[src/rtl/sdb_pkg.sv]
package sdb_pkg;
  localparam logic [7:0] SDB_TYPE  = 8'hA1;
  localparam logic [7:0] SDB_FLAGS = 8'h40;  // interrupt flag, byte 1 bit 6

  typedef enum logic [1:0] {
    ST_IDLE = 2'd0,
    ST_DW0  = 2'd1,
    ST_DW1  = 2'd2
  } emit_st_e;

  function automatic logic [31:0] sdb_dw0(input logic [7:0] sts, input logic [7:0] err);
    return {err, sts, SDB_FLAGS, SDB_TYPE};
  endfunction
endpackage

[src/rtl/tag_active_reg.sv]
module tag_active_reg #(
  parameter int NUM_TAGS = 32
) (
  input  logic                clk_i,
  input  logic                rst_ni,
  input  logic                set_we_i,
  input  logic [NUM_TAGS-1:0] set_data_i,
  input  logic [NUM_TAGS-1:0] clr_i,
  output logic [NUM_TAGS-1:0] active_o
);
  logic [NUM_TAGS-1:0] active_q, active_d, set_mask;

  assign set_mask = set_we_i ? set_data_i : '0;

  // set wins over a same-cycle clear
  always_comb active_d = (active_q & ~clr_i) | set_mask;

  always_ff @(posedge clk_i or negedge rst_ni) begin
    if (!rst_ni) active_q <= '0;
    else         active_q <= active_d;
  end

  assign active_o = active_q;

  AST_SET_STICKS: assert property (@(posedge clk_i) disable iff (!rst_ni)
    set_we_i |=> ((active_q & $past(set_data_i)) == $past(set_data_i)));

  AST_CLR_ONLY_BY_FIS: assert property (@(posedge clk_i) disable iff (!rst_ni)
    1'b1 |=> (($past(active_q) & ~active_q & ~$past(clr_i)) == '0));
endmodule

[src/rtl/done_accum.sv]
module done_accum #(
  parameter int NUM_TAGS = 32
) (
  input  logic                clk_i,
  input  logic                rst_ni,
  input  logic [NUM_TAGS-1:0] done_i,
  input  logic                take_i,
  output logic [NUM_TAGS-1:0] acc_o
);
  logic [NUM_TAGS-1:0] acc_q;

  always_ff @(posedge clk_i or negedge rst_ni) begin
    if (!rst_ni)     acc_q <= '0;
    else if (take_i) acc_q <= done_i;
    else             acc_q <= acc_q | done_i;
  end

  assign acc_o = acc_q;

  AST_NO_LOST_DONE: assert property (@(posedge clk_i) disable iff (!rst_ni)
    1'b1 |=> ((acc_q & $past(done_i)) == $past(done_i)));
endmodule

[src/rtl/fis_emitter.sv]
module fis_emitter
  import sdb_pkg::*;
#(
  parameter int NUM_TAGS = 32
) (
  input  logic                clk_i,
  input  logic                rst_ni,
  input  logic                req_i,
  input  logic [NUM_TAGS-1:0] acc_i,
  input  logic [7:0]          sts_i,
  input  logic [7:0]          err_i,
  output logic                take_o,
  output logic [NUM_TAGS-1:0] clr_o,
  output logic                fis_valid_o,
  output logic                fis_last_o,
  output logic [31:0]         fis_data_o,
  output logic [7:0]          shadow_sts_o,
  output logic [7:0]          shadow_err_o
);
  emit_st_e            st_q, st_d;
  logic [NUM_TAGS-1:0] mask_q;
  logic [7:0]          sts_q, err_q;
  logic [31:0]         mask_ext;

  assign take_o = (st_q == ST_IDLE) && req_i;
  assign clr_o  = take_o ? acc_i : '0;

  always_comb begin
    unique case (st_q)
      ST_IDLE: st_d = take_o ? ST_DW0 : ST_IDLE;
      ST_DW0:  st_d = ST_DW1;
      default: st_d = ST_IDLE;
    endcase
  end

  always_ff @(posedge clk_i or negedge rst_ni) begin
    if (!rst_ni) begin
      st_q   <= ST_IDLE;
      mask_q <= '0;
      sts_q  <= '0;
      err_q  <= '0;
    end else begin
      st_q <= st_d;
      if (take_o) begin
        mask_q <= acc_i;
        sts_q  <= sts_i;
        err_q  <= err_i;
      end
    end
  end

  always_comb begin
    mask_ext = '0;
    mask_ext[NUM_TAGS-1:0] = mask_q;
  end

  assign fis_valid_o  = (st_q != ST_IDLE);
  assign fis_last_o   = (st_q == ST_DW1);
  assign fis_data_o   = (st_q == ST_DW1) ? mask_ext :
                        (st_q == ST_DW0) ? sdb_dw0(sts_q, err_q) : '0;
  assign shadow_sts_o = sts_q;
  assign shadow_err_o = err_q;

  AST_DW1_FOLLOWS: assert property (@(posedge clk_i) disable iff (!rst_ni)
    (fis_valid_o && !fis_last_o) |=> (fis_valid_o && fis_last_o));

  AST_DW0_HEADER: assert property (@(posedge clk_i) disable iff (!rst_ni)
    (fis_valid_o && !fis_last_o) |-> (fis_data_o[14] && fis_data_o[7:0] == 8'hA1));

  AST_SHADOW_HOLD: assert property (@(posedge clk_i) disable iff (!rst_ni)
    !take_o |=> ($stable(shadow_sts_o) && $stable(shadow_err_o)));

  AST_BUSY_NO_TAKE: assert property (@(posedge clk_i) disable iff (!rst_ni)
    fis_valid_o |-> !take_o);
endmodule

[src/rtl/ncq_done_reporter.sv]
module ncq_done_reporter #(
  parameter int NUM_TAGS = 32
) (
  input  logic                clk_i,
  input  logic                rst_ni,
  input  logic                sw_set_we_i,
  input  logic [NUM_TAGS-1:0] sw_set_data_i,
  input  logic [NUM_TAGS-1:0] done_i,
  input  logic [7:0]          sts_i,
  input  logic [7:0]          err_i,
  input  logic                req_i,
  output logic [NUM_TAGS-1:0] active_o,
  output logic                fis_valid_o,
  output logic                fis_last_o,
  output logic [31:0]         fis_data_o,
  output logic [7:0]          shadow_sts_o,
  output logic [7:0]          shadow_err_o
);
  logic                take;
  logic [NUM_TAGS-1:0] acc, clr;

  initial begin
    if (NUM_TAGS < 1 || NUM_TAGS > 32) $error("NUM_TAGS must be 1..32");
  end

  tag_active_reg #(.NUM_TAGS(NUM_TAGS)) i_active (
    .clk_i, .rst_ni,
    .set_we_i   (sw_set_we_i),
    .set_data_i (sw_set_data_i),
    .clr_i      (clr),
    .active_o   (active_o)
  );

  done_accum #(.NUM_TAGS(NUM_TAGS)) i_accum (
    .clk_i, .rst_ni,
    .done_i (done_i),
    .take_i (take),
    .acc_o  (acc)
  );

  fis_emitter #(.NUM_TAGS(NUM_TAGS)) i_emit (
    .clk_i, .rst_ni,
    .req_i        (req_i),
    .acc_i        (acc),
    .sts_i        (sts_i),
    .err_i        (err_i),
    .take_o       (take),
    .clr_o        (clr),
    .fis_valid_o  (fis_valid_o),
    .fis_last_o   (fis_last_o),
    .fis_data_o   (fis_data_o),
    .shadow_sts_o (shadow_sts_o),
    .shadow_err_o (shadow_err_o)
  );

  AST_CLR_WITH_DW0: assert property (@(posedge clk_i) disable iff (!rst_ni)
    (fis_valid_o && !fis_last_o) |-> (($past(active_o) & ~active_o & ~$past(acc)) == '0));
endmodule

[config.mk]
export PLATFORM = sky130hd
export DESIGN_NAME = ncq_done_reporter
export DESIGN_NICKNAME = d
export VERILOG_FILES = /design/src/rtl/sdb_pkg.sv /design/src/rtl/tag_active_reg.sv /design/src/rtl/done_accum.sv /design/src/rtl/fis_emitter.sv /design/src/rtl/ncq_done_reporter.sv
export SDC_FILE = /design/constraint.sdc
export NUM_CORES = 1
export LEC_CHECK = 0
export ABC_AREA = 1
export ABC_CLOCK_PERIOD_IN_PS = 2440
export CORE_MARGIN = 2
export CORE_UTILIZATION = 45
export DETAILED_ROUTE_END_ITERATION = 8
export DONT_BUFFER_PORTS = 1
export GPL_TIMING_DRIVEN = 0
export PLACE_DENSITY = 0.63
export SYNTH_ARGS = -nofsm -noshare
export SYNTH_HDL_FRONTEND = slang
export SYNTH_HIERARCHICAL = 1
export SYNTH_SLANG_ARGS = --single-unit
export TNS_END_PERCENT = 30
[constraint.sdc]
create_clock -name clk_i -period 2.44 [get_ports clk_i]
set_input_delay 0.122 -clock clk_i [delete_from_list [all_inputs] [get_ports clk_i]]
set_output_delay 0.122 -clock clk_i [all_outputs]
set_load 0.03 [all_outputs]
==> results.md <==
- Nets: 815
- Row cnt: 38
- Number of global-route vias before repair: 4,145
- Seq/Total Area, Yosys: 57.8%
- Leak: 0.00371 uW
- # resized after CTS: 0
- DRT iter0 DRCs: 221
- Crit-path max FO: 10
- Drt pass-1 iters: 4
- Effective utilization at floorplan: 45.8%
- Crit. End Element: primary output
- Clock insertion delay at the later pin of the skew report: 0.51 ns
- GR Util All Layers: 22.5%
- Layout cell share with drive strength beyond 1: 8.47%
- Post CTS Setup Buffer Count: 0
- CP required: 2.32 ns
- Crit path kind: register to primary output
- Largest net degree at the start of global routing: 115
- Final period util: 87.8%
- Port Buf Inserts: 0
- Library cells used by synthesis: 13
- Overflow after GRT: 0
- Synthesized flop and latch total: 114
- Min cycle time layout: 2.14 ns
- Status: finished, violations left
- CTS tree: built
- Fin. max-slew vios: 0
- N_diodes: 0
- Full die area: 11,800 sq um
- Total power: 6340 uW
- Rel. slew slack: 60.2%
- Net Count, Synth: 714
- Failing checks: negative hold slack
- Wire per inst: 14.3 um
- Fin. Hold Viols: 114
- Worst setup path start: i_emit/st_q[0]
- Area of the core: 10,800 sq um
- Max Cap Viol: 0
- Finished Cell Area: 6500 sq um
- RSZ-0062 raised after global routing: no
- Post-route ant nets: 0
- Die Y: 109 um
- Horiz. Die Dim: 109 um
- Detailed-placement wirelength estimate: 8190 um
- Crit path DAT: 2.02 ns
- Fmax: 0.467 GHz
- Vias/cell: 4.56
- CTS Buf Count: 17
- Final setup fails: 0
- Synthesis-to-finish area growth: 31.7%
- Placed cell areas: 5110 sq um
- Clock sinks: 114
- Hold bufs inserted after CTS: 82
- H-tree levels: 4
- Initial antenna violation count: 0
- First-pass GRT wire length: 20,100 um
- IO Count: 166
- Peak VDD IR: 0.467 mV
- Clock Path Buffers: 2
- Clock root cell: clkbuf_8
- Total vias in the final route: 4,031
- Cells after synthesis: 630
- GPL Wtd Cong: 0.784
- Worst slack at placement: 0.795 ns
- Worst r2r src: i_emit/st_q[0]
- CP startpoint kind: register
- Fin worst setup slack: 0.297 ns
- Clock transition at the registers of the reported paths: 0.06 ns
- Clk_skew: 0.00526 ns
- Hold crit path type: input port to asynchronous set/reset pin
- PwrDens: 975 nW/um^2
- Residual DRC: 0
- Ys Warns: 6
- Post-Route WL: 12,700 um
- Slew @ Worst Pin: 0.595 ns
- Hold slack: -0.697 ns
- Setup TNS: 0 ns
- Synth Cell Area: 4940 sq um
- Avg Cell Area, Syn: 7.84 sq um
## Yosys cell counts
cell type,instances,area (sq um)
nor2_2,1,6.26
inv_2,3,11.3
inv_1,112,420
buf_6,5,56.3
buf_1,2,7.51
buf_4,2,15.0
nand2_2,5,31.3
buf_8,1,15.0
nand2_1,309,1160
nor2_1,13,48.8
dfrtp_1,114,2850
nand3_1,48,240
buf_2,15,75.1
## stage by stage
stage | util, % | std cells
floorplan | - | 630
global placement | 47.4 | 770
detailed placement | 47.4 | 770
CTS | 60.3 | 884
global route | 60.3 | 884
finish | 60.3 | 884
## flip-flops by register name, indices dropped and copies added (netlist names)
register,cells
i_accum/acc_o,32
i_active/active_o,32
i_emit/mask_ext,32
i_emit/shadow_err_o,8
i_emit/shadow_sts_o,8
i_emit/st_q,2
## critical path, cell delays in order (launching register included)
cell and delay (ns):
dfrtp_1 0.40, nor2_1 0.28, inv_1 0.14, buf_2 0.21
nor2_1 0.48
## layout make-up
cell class,count,area (sq um)
Fill cell,960,4290
Sequential cell,114,2850
Multi-Input combinational cell,376,1490
Timing Repair Buffer,82,821
Clock buffer,19,432
Inverter,115,432
Tap cell,140,175
Buffer,25,169
Clock inverter,13,138
## cells by family after synthesis
logic type    count (synthesis)  share of synthesized area, %
buf+inv                     140                          12.2
flops                       114                          57.8
simple gates                376                          30.1
## final timing paths
path	to	slack (ns)	cells past startpoint
worst max-delay path	fis_data_o[15]	0.30	4
worst min-delay path	i_active/active_o[20]	-0.70	0
worst max register to register	i_accum/acc_o[8]	0.90	8
worst min register to register	i_emit/mask_ext[3]	0.47	2
max in group asynchronous	i_emit/mask_ext[2]	2.90	0
min in group clk_i	i_emit/st_q[0]	0.05	3
## routing by layer
metal	vias up	global-route usage, %	wire (um)
met2	128	37.5	6100
met4	0	7.33	192
met3	14	6.22	784
li1	2030	-	-
met1	1859	28.3	5610
met5	-	0	0
## power breakdown
group / leakage (uW) / internal [uW] / switching (uW)
registers: 0.00127 / 2270 / 613
clock network: 0.000262 / 1470 / 865
logic: 0.00217 / 376 / 746
total: 0.00371 / 4120 / 2220
## cells in the final DEF (no fill, tap or decap)
cell	n
nand2_1	309
dfrtp_1	114
inv_1	112
dlygate4sd3_1	82
nand3_1	48
clkbuf_16	16
buf_2	15
nor2_1	13
clkinvlp_4	6
buf_6	5
nand2_2	5
clkinv_2	3
inv_2	3
clkbuf_8	2
clkinv_4	2
bufinv_16	2
buf_4	2
buf_1	2
clkbuf_1	1
buf_8	1
nor2_2	1
(Power assumes the default switching activity.)
